**config.mk**
```make
export PLATFORM = sky130hd
export DESIGN_NAME = ts_sync_lock
export DESIGN_NICKNAME = d
export VERILOG_FILES = /design/src/rtl/ts_sync_pkg.sv /design/src/rtl/ts_pos_counter.sv /design/src/rtl/ts_sync_fsm.sv /design/src/rtl/ts_out_stage.sv /design/src/rtl/ts_sync_lock.sv
export SDC_FILE = /design/constraint.sdc
export NUM_CORES = 1
export LEC_CHECK = 0
export ABC_AREA = 1
export CAP_MARGIN = 25
export CORE_MARGIN = 4
export CORE_UTILIZATION = 64
export DETAILED_ROUTE_END_ITERATION = 10
export DONT_BUFFER_PORTS = 1
export PLACE_DENSITY = 0.81
export SLEW_MARGIN = 20
export SYNTH_ARGS = -nofsm -noshare
export SYNTH_HDL_FRONTEND = slang
export SYNTH_SLANG_ARGS = --single-unit
```
**constraint.sdc**
```tcl
create_clock -name clk -period 2.7 [get_ports clk]
set_input_delay 0.135 -clock clk [delete_from_list [all_inputs] [get_ports clk]]
set_output_delay 0.135 -clock clk [all_outputs]
set_load 0.05 [all_outputs]
```
**src/rtl/ts_sync_pkg.sv**
```systemverilog
package ts_sync_pkg;

  typedef enum logic [1:0] {
    ST_HUNT   = 2'd0,
    ST_VERIFY = 2'd1,
    ST_LOCKED = 2'd2
  } sync_state_e;

endpackage

```
**src/rtl/ts_pos_counter.sv**
```systemverilog
// Tracks the byte position inside the current packet; position 0 is the
// expected sync byte.
module ts_pos_counter #(
  parameter int LEN_W = 8
) (
  input  logic             clk,
  input  logic             rst_n,
  input  logic             en,
  input  logic             load,
  input  logic             run,
  input  logic [LEN_W-1:0] cfg_len,
  output logic             at_sync
);

  localparam logic [LEN_W-1:0] ONE = {{(LEN_W-1){1'b0}}, 1'b1};

  logic [LEN_W-1:0] pos_q;
  logic [LEN_W-1:0] pos_d;
  logic [LEN_W-1:0] last_pos;
  logic [LEN_W-1:0] pos_inc;

  assign last_pos = cfg_len - ONE;
  assign pos_inc  = (pos_q >= last_pos) ? '0 : pos_q + ONE;
  assign at_sync  = (pos_q == '0);

  always_comb begin
    pos_d = pos_q;
    if (load) begin
      pos_d = (last_pos == '0) ? '0 : ONE;
    end else if (run) begin
      pos_d = pos_inc;
    end
  end

  always_ff @(posedge clk or negedge rst_n) begin
    if (!rst_n) begin
      pos_q <= '0;
    end else if (en) begin
      pos_q <= pos_d;
    end
  end

endmodule

```
**src/rtl/ts_sync_fsm.sv**
```systemverilog
// Hunt / verify / locked control with good-sync and miss counters.
module ts_sync_fsm
  import ts_sync_pkg::*;
#(
  parameter int DATA_W = 8,
  parameter int CNT_W  = 4
) (
  input  logic              clk,
  input  logic              rst_n,
  input  logic              byte_vld,
  input  logic [DATA_W-1:0] byte_in,
  input  logic [DATA_W-1:0] cfg_token,
  input  logic [CNT_W-1:0]  cfg_lock_cnt,
  input  logic [CNT_W-1:0]  cfg_drop_cnt,
  input  logic              at_sync,
  output logic              pos_load,
  output logic              pos_run,
  output logic              emit,
  output logic              emit_sop,
  output logic              drop_evt,
  output logic              locked
);

  localparam logic [CNT_W:0]   INC1 = {{CNT_W{1'b0}}, 1'b1};
  localparam logic [CNT_W-1:0] CNT1 = {{(CNT_W-1){1'b0}}, 1'b1};

  sync_state_e      state_q, state_d;
  logic [CNT_W-1:0] good_q, good_d;
  logic [CNT_W-1:0] miss_q, miss_d;
  logic [CNT_W:0]   good_inc;
  logic [CNT_W:0]   miss_inc;
  logic             is_tok;

  assign is_tok   = (byte_in == cfg_token);
  assign good_inc = {1'b0, good_q} + INC1;
  assign miss_inc = {1'b0, miss_q} + INC1;
  assign locked   = (state_q == ST_LOCKED);

  always_comb begin
    state_d  = state_q;
    good_d   = good_q;
    miss_d   = miss_q;
    pos_load = 1'b0;
    pos_run  = 1'b0;
    emit     = 1'b0;
    emit_sop = 1'b0;
    drop_evt = 1'b0;
    unique case (state_q)
      ST_HUNT: begin
        if (is_tok) begin
          pos_load = 1'b1;
          good_d   = CNT1;
          miss_d   = '0;
          if (cfg_lock_cnt <= CNT1) begin
            state_d  = ST_LOCKED;
            emit     = 1'b1;
            emit_sop = 1'b1;
          end else begin
            state_d = ST_VERIFY;
          end
        end
      end
      ST_VERIFY: begin
        pos_run = 1'b1;
        if (at_sync) begin
          if (is_tok) begin
            good_d = good_inc[CNT_W-1:0];
            if (good_inc >= {1'b0, cfg_lock_cnt}) begin
              state_d  = ST_LOCKED;
              miss_d   = '0;
              emit     = 1'b1;
              emit_sop = 1'b1;
            end
          end else begin
            state_d = ST_HUNT;
            good_d  = '0;
          end
        end
      end
      ST_LOCKED: begin
        pos_run  = 1'b1;
        emit     = 1'b1;
        emit_sop = at_sync;
        if (at_sync) begin
          if (is_tok) begin
            miss_d = '0;
          end else if (miss_inc >= {1'b0, cfg_drop_cnt}) begin
            state_d  = ST_HUNT;
            emit     = 1'b0;
            emit_sop = 1'b0;
            drop_evt = 1'b1;
            miss_d   = '0;
            good_d   = '0;
          end else begin
            miss_d = miss_inc[CNT_W-1:0];
          end
        end
      end
      default: begin
        state_d = ST_HUNT;
        good_d  = '0;
        miss_d  = '0;
      end
    endcase
  end

  always_ff @(posedge clk or negedge rst_n) begin
    if (!rst_n) begin
      state_q <= ST_HUNT;
      good_q  <= '0;
      miss_q  <= '0;
    end else if (byte_vld) begin
      state_q <= state_d;
      good_q  <= good_d;
      miss_q  <= miss_d;
    end
  end

endmodule

```
**src/rtl/ts_out_stage.sv**
```systemverilog
// Registered output of aligned bytes plus the sticky lost-lock flag.
module ts_out_stage #(
  parameter int DATA_W = 8
) (
  input  logic              clk,
  input  logic              rst_n,
  input  logic              byte_vld,
  input  logic [DATA_W-1:0] byte_in,
  input  logic              emit,
  input  logic              emit_sop,
  input  logic              drop_evt,
  input  logic              lost_clr,
  output logic [DATA_W-1:0] out_byte,
  output logic              out_vld,
  output logic              out_sop,
  output logic              lock_lost
);

  logic              vld_d, sop_d, lost_d, byte_en;
  logic [DATA_W-1:0] byte_q;
  logic              vld_q, sop_q, lost_q;

  assign byte_en = byte_vld & emit;

  always_comb begin
    vld_d  = byte_en;
    sop_d  = byte_en & emit_sop;
    lost_d = lost_q;
    if (lost_clr) begin
      lost_d = 1'b0;
    end
    if (byte_vld & drop_evt) begin
      lost_d = 1'b1;
    end
  end

  always_ff @(posedge clk or negedge rst_n) begin
    if (!rst_n) begin
      vld_q  <= 1'b0;
      sop_q  <= 1'b0;
      lost_q <= 1'b0;
    end else begin
      vld_q  <= vld_d;
      sop_q  <= sop_d;
      lost_q <= lost_d;
    end
  end

  always_ff @(posedge clk or negedge rst_n) begin
    if (!rst_n) begin
      byte_q <= '0;
    end else if (byte_en) begin
      byte_q <= byte_in;
    end
  end

  assign out_byte  = byte_q;
  assign out_vld   = vld_q;
  assign out_sop   = sop_q;
  assign lock_lost = lost_q;

endmodule

```
**src/rtl/ts_sync_lock.sv**
```systemverilog
module ts_sync_lock #(
  parameter int DATA_W = 8,
  parameter int LEN_W  = 8,
  parameter int CNT_W  = 4
) (
  input  logic              clk,
  input  logic              rst_n,
  input  logic [DATA_W-1:0] byte_in,
  input  logic              byte_vld,
  input  logic [DATA_W-1:0] cfg_token,
  input  logic [LEN_W-1:0]  cfg_pkt_len,
  input  logic [CNT_W-1:0]  cfg_lock_cnt,
  input  logic [CNT_W-1:0]  cfg_drop_cnt,
  input  logic              lost_clr,
  output logic [DATA_W-1:0] out_byte,
  output logic              out_vld,
  output logic              out_sop,
  output logic              locked,
  output logic              lock_lost
);

  logic at_sync, pos_load, pos_run, emit, emit_sop, drop_evt;

  ts_pos_counter #(.LEN_W(LEN_W)) pos_i (
    .clk     (clk),
    .rst_n   (rst_n),
    .en      (byte_vld),
    .load    (pos_load),
    .run     (pos_run),
    .cfg_len (cfg_pkt_len),
    .at_sync (at_sync)
  );

  ts_sync_fsm #(.DATA_W(DATA_W), .CNT_W(CNT_W)) fsm_i (
    .clk          (clk),
    .rst_n        (rst_n),
    .byte_vld     (byte_vld),
    .byte_in      (byte_in),
    .cfg_token    (cfg_token),
    .cfg_lock_cnt (cfg_lock_cnt),
    .cfg_drop_cnt (cfg_drop_cnt),
    .at_sync      (at_sync),
    .pos_load     (pos_load),
    .pos_run      (pos_run),
    .emit         (emit),
    .emit_sop     (emit_sop),
    .drop_evt     (drop_evt),
    .locked       (locked)
  );

  ts_out_stage #(.DATA_W(DATA_W)) out_i (
    .clk       (clk),
    .rst_n     (rst_n),
    .byte_vld  (byte_vld),
    .byte_in   (byte_in),
    .emit      (emit),
    .emit_sop  (emit_sop),
    .drop_evt  (drop_evt),
    .lost_clr  (lost_clr),
    .out_byte  (out_byte),
    .out_vld   (out_vld),
    .out_sop   (out_sop),
    .lock_lost (lock_lost)
  );

endmodule

```
==> impl_metrics.tcl <==
set metrics [dict create \
    drc 0 \
    critical_path.top_delay_family "simple AND/OR/NAND/NOR gates" \
    die_h_um 69.3 \
    synthCells 331 \
    use_met1_pct 27.3 \
    cp_num_buf_inv 0 \
    p_leak_nw 1.49 \
    max_stage_delay_ns 0.42 \
    fin_crit_ns 2.29 \
    cts_root_buffer "clkbuf_8" \
    cts_setup_buffers 0 \
    synthTopCellsByArea "dfrtp_1 (30%), nand2_1 (15%), ha_1 (14%), inv_1 (8.4%), nand3_1 (5.8%)" \
    synth_cell_types 26 \
    path_cells "ha_1, xor2_1, ha_1, nand2_1, nand2_1, nand2_1, nand2_1, nor2_1, nor2_1, nand2_1, nand2_2, nand3_4, nand2_4, nand2_1, nand2_1" \
    antenna_found_initial 0 \
    ys.flop_type "dfrtp_1" \
    end_kind "flip-flop" \
    via_count 2091 \
    grt_pass1_vias 1922 \
    worst_skew_pair.late_latency_ns 0.28 \
    cts_tree "yes" \
    critPathMaxFanout 10 \
    grt_pass1_wl_um 8680 \
    critical_path_class "reg2reg" \
    hold_path_class "in2reg" \
    critPathLaunchType "flip-flop" \
    drt_iter0_drc 140 \
    design.final.nets 409 \
    ys_seq_elements 29 \
    max_slew_margin_pct 60.0 \
    p_per_area_nw_per_um2 756 \
    multiInputGateArea_um2 1450 \
    cpMostUsedCell "nand2_1" \
    finalSetupTns_ns 0 \
    post_synth_instance_area_um2 2400 \
    layout-drive-gt1-share_pct 8.91 \
    use_met2_pct 37.3 \
    fillers 287 \
    dp_hpwl_um 3950 \
    regArea_um2 726 \
    ys_top_cells_by_count "nand2_1 (96), inv_1 (54), dfrtp_1 (29), nand3_1 (28), ha_1 (26)" \
    report.final.slew_viol_count 0 \
    place.gp.congestion 0.883 \
    yosysTopAreaCellShare_pct 30.2 \
    cap_violations 0 \
    core_um2 3470 \
    area_delta_synth_final_pct 10.0 \
    syn_area_per_cell_um2 7.25 \
    clockBufferDepth 2 \
    peakVddDrop_mv 0.543 \
    syn_nets 393 \
    grt_start_max_net_pins 30 \
    grt-ovfl-total 0 \
    drtAntennaViolNets 0 \
    io_pins 48 \
    initial_core_util_pct 69.2 \
    dieArea_um2 4800 \
    setup_viol 0 \
    routed_wl_um 5010 \
    crit_slowest_cell "dfrtp_1" \
    numCtsBuffers 5 \
    cp.required_ns 2.86 \
    yosysTopAreaCell "dfrtp_1" \
    rsz0062_at_grt "false" \
    ys_async_sr_fraction_pct 100 \
    whs_ns 0.0132 \
    placed_area_um2 2450 \
    avgRoutedWirePerCell_um 12.7 \
    max_freq_mhz 437 \
    fp.dieW_um 69.3 \
    track_usage_pct 21.8 \
    cts_max_level 2 \
    synth_seq_area_share_pct 30.2 \
    synth_edf_count 0 \
    fin_crit_sh_pct 84.7 \
    top_usage_layer "met2" \
    hold_viol 0 \
    cts.reportedPaths.clkPinSlew_ns 0.06 \
    status "complete, no violations" \
    final_area_um2 2640 \
    dr.pass1.iters 5 \
    fin_skew_ns 0.00988 \
    clock-sinks 29 \
    detail_route.vias_per_cell 5.31 \
    num_antenna_cells 0 \
    p_total_w 0.00200 \
    ys_warn_count 0 \
    port_buffers 0 \
    tightest_slew_ns 0.595 \
    num_rows 21 \
    arrival_ns 2.45 \
    synth_most_common_cell "nand2_1" \
    use_met3_pct 6.52 \
]
==> kinds of logic (layout without fill, tap and decap cells) <==
logic type               count (synthesis)  count (layout)  share of synthesized area (%)
adder cells (fa/ha/maj)                 26              26                           13.5
AND/OR/NAND/NOR                        178             178                           34.8
XOR/XNOR                                21              21                           7.66
buffers and inverters                   58              75                           9.38
flip-flops                              29              29                           30.2
AO/OA/AOI/OAI                           19              19                           4.38
==> where the power goes <==
group,switching (W),leakage (nW),internal [W]
logic,0.000473,1.06,0.000285
clock network,0.000168,0.0439,0.000177
registers,0.000341,0.388,0.000554
==> flip-flops by register name, summed over array words and instances, names as in the netlist <==
register and count:
fsm_i.good_q 4, fsm_i.miss_q 4, fsm_i.state_q 2, out_i.out_vld 1
out_i.out_byte 8, out_i.out_sop 1, out_i.lock_lost 1, pos_i.pos_q 8
==> cell type report <==
type                            instances  area share, %
Multi-Input combinational cell        244           54.9
Sequential cell                        29           27.5
Inverter                               57           8.10
Timing Repair Buffer                   10           4.07
Clock buffer                            5           2.61
Tap cell                               46           2.18
Clock inverter                          3          0.663
==> through the flow <==
step	cells	setup WS, ns	utilization, %
floorplan	331	0.627	-
global placement	377	0.523	70.8
detailed placement	377	0.433	70.8
CTS	393	0.421	75.9
global route	394	0.213	76.2
finish	394	0.412	76.2
==> cell usage in the layout, fill, tap and decap left out, drive strengths merged <==
master,netlist,final
clkbuf,0,5
xnor2,10,10
o21ai,13,13
nor3,8,8
clkinv,0,2
o32ai,1,1
nand3,31,31
ha,26,26
inv,57,57
xor2,11,11
or3,1,1
nand2,104,104
dlygate4sd3,0,8
clkinvlp,0,1
buf,1,2
dfrtp,29,29
o21bai,1,1
nor2,26,26
nand4,8,8
a21oi,4,4
==> repair_timing <==
item	in CTS	in global routing
gates resized for setup	0	0
hold buffers	8	1
endpoints found under the hold margin	35	1
==> per-layer routing <==
layer / up-vias / routed length [µm]
met3: 6 / 286
met5: - / 0
met2: 47 / 2520
li1: 1075 / -
met1: 963 / 2170
met4: 0 / 38
==> final timing paths <==
kind | startpoint | endpoint | slack [ns] | depth (start not counted)
max | fsm_i.miss_q[0] | out_i.out_byte[0] | 0.41 | 15
min | byte_in[4] | out_i.out_byte[4] | 0.01 | 2
max reg2reg | fsm_i.miss_q[0] | out_i.out_byte[0] | 0.41 | 15
min reg2reg | fsm_i.miss_q[1] | fsm_i.miss_q[1] | 0.53 | 2
max in group asynchronous | rst_n | fsm_i.good_q[2] | 2.22 | 2
min in group asynchronous | rst_n | out_i.out_byte[5] | 0.30 | 2
(Power assumes the default switching activity.)
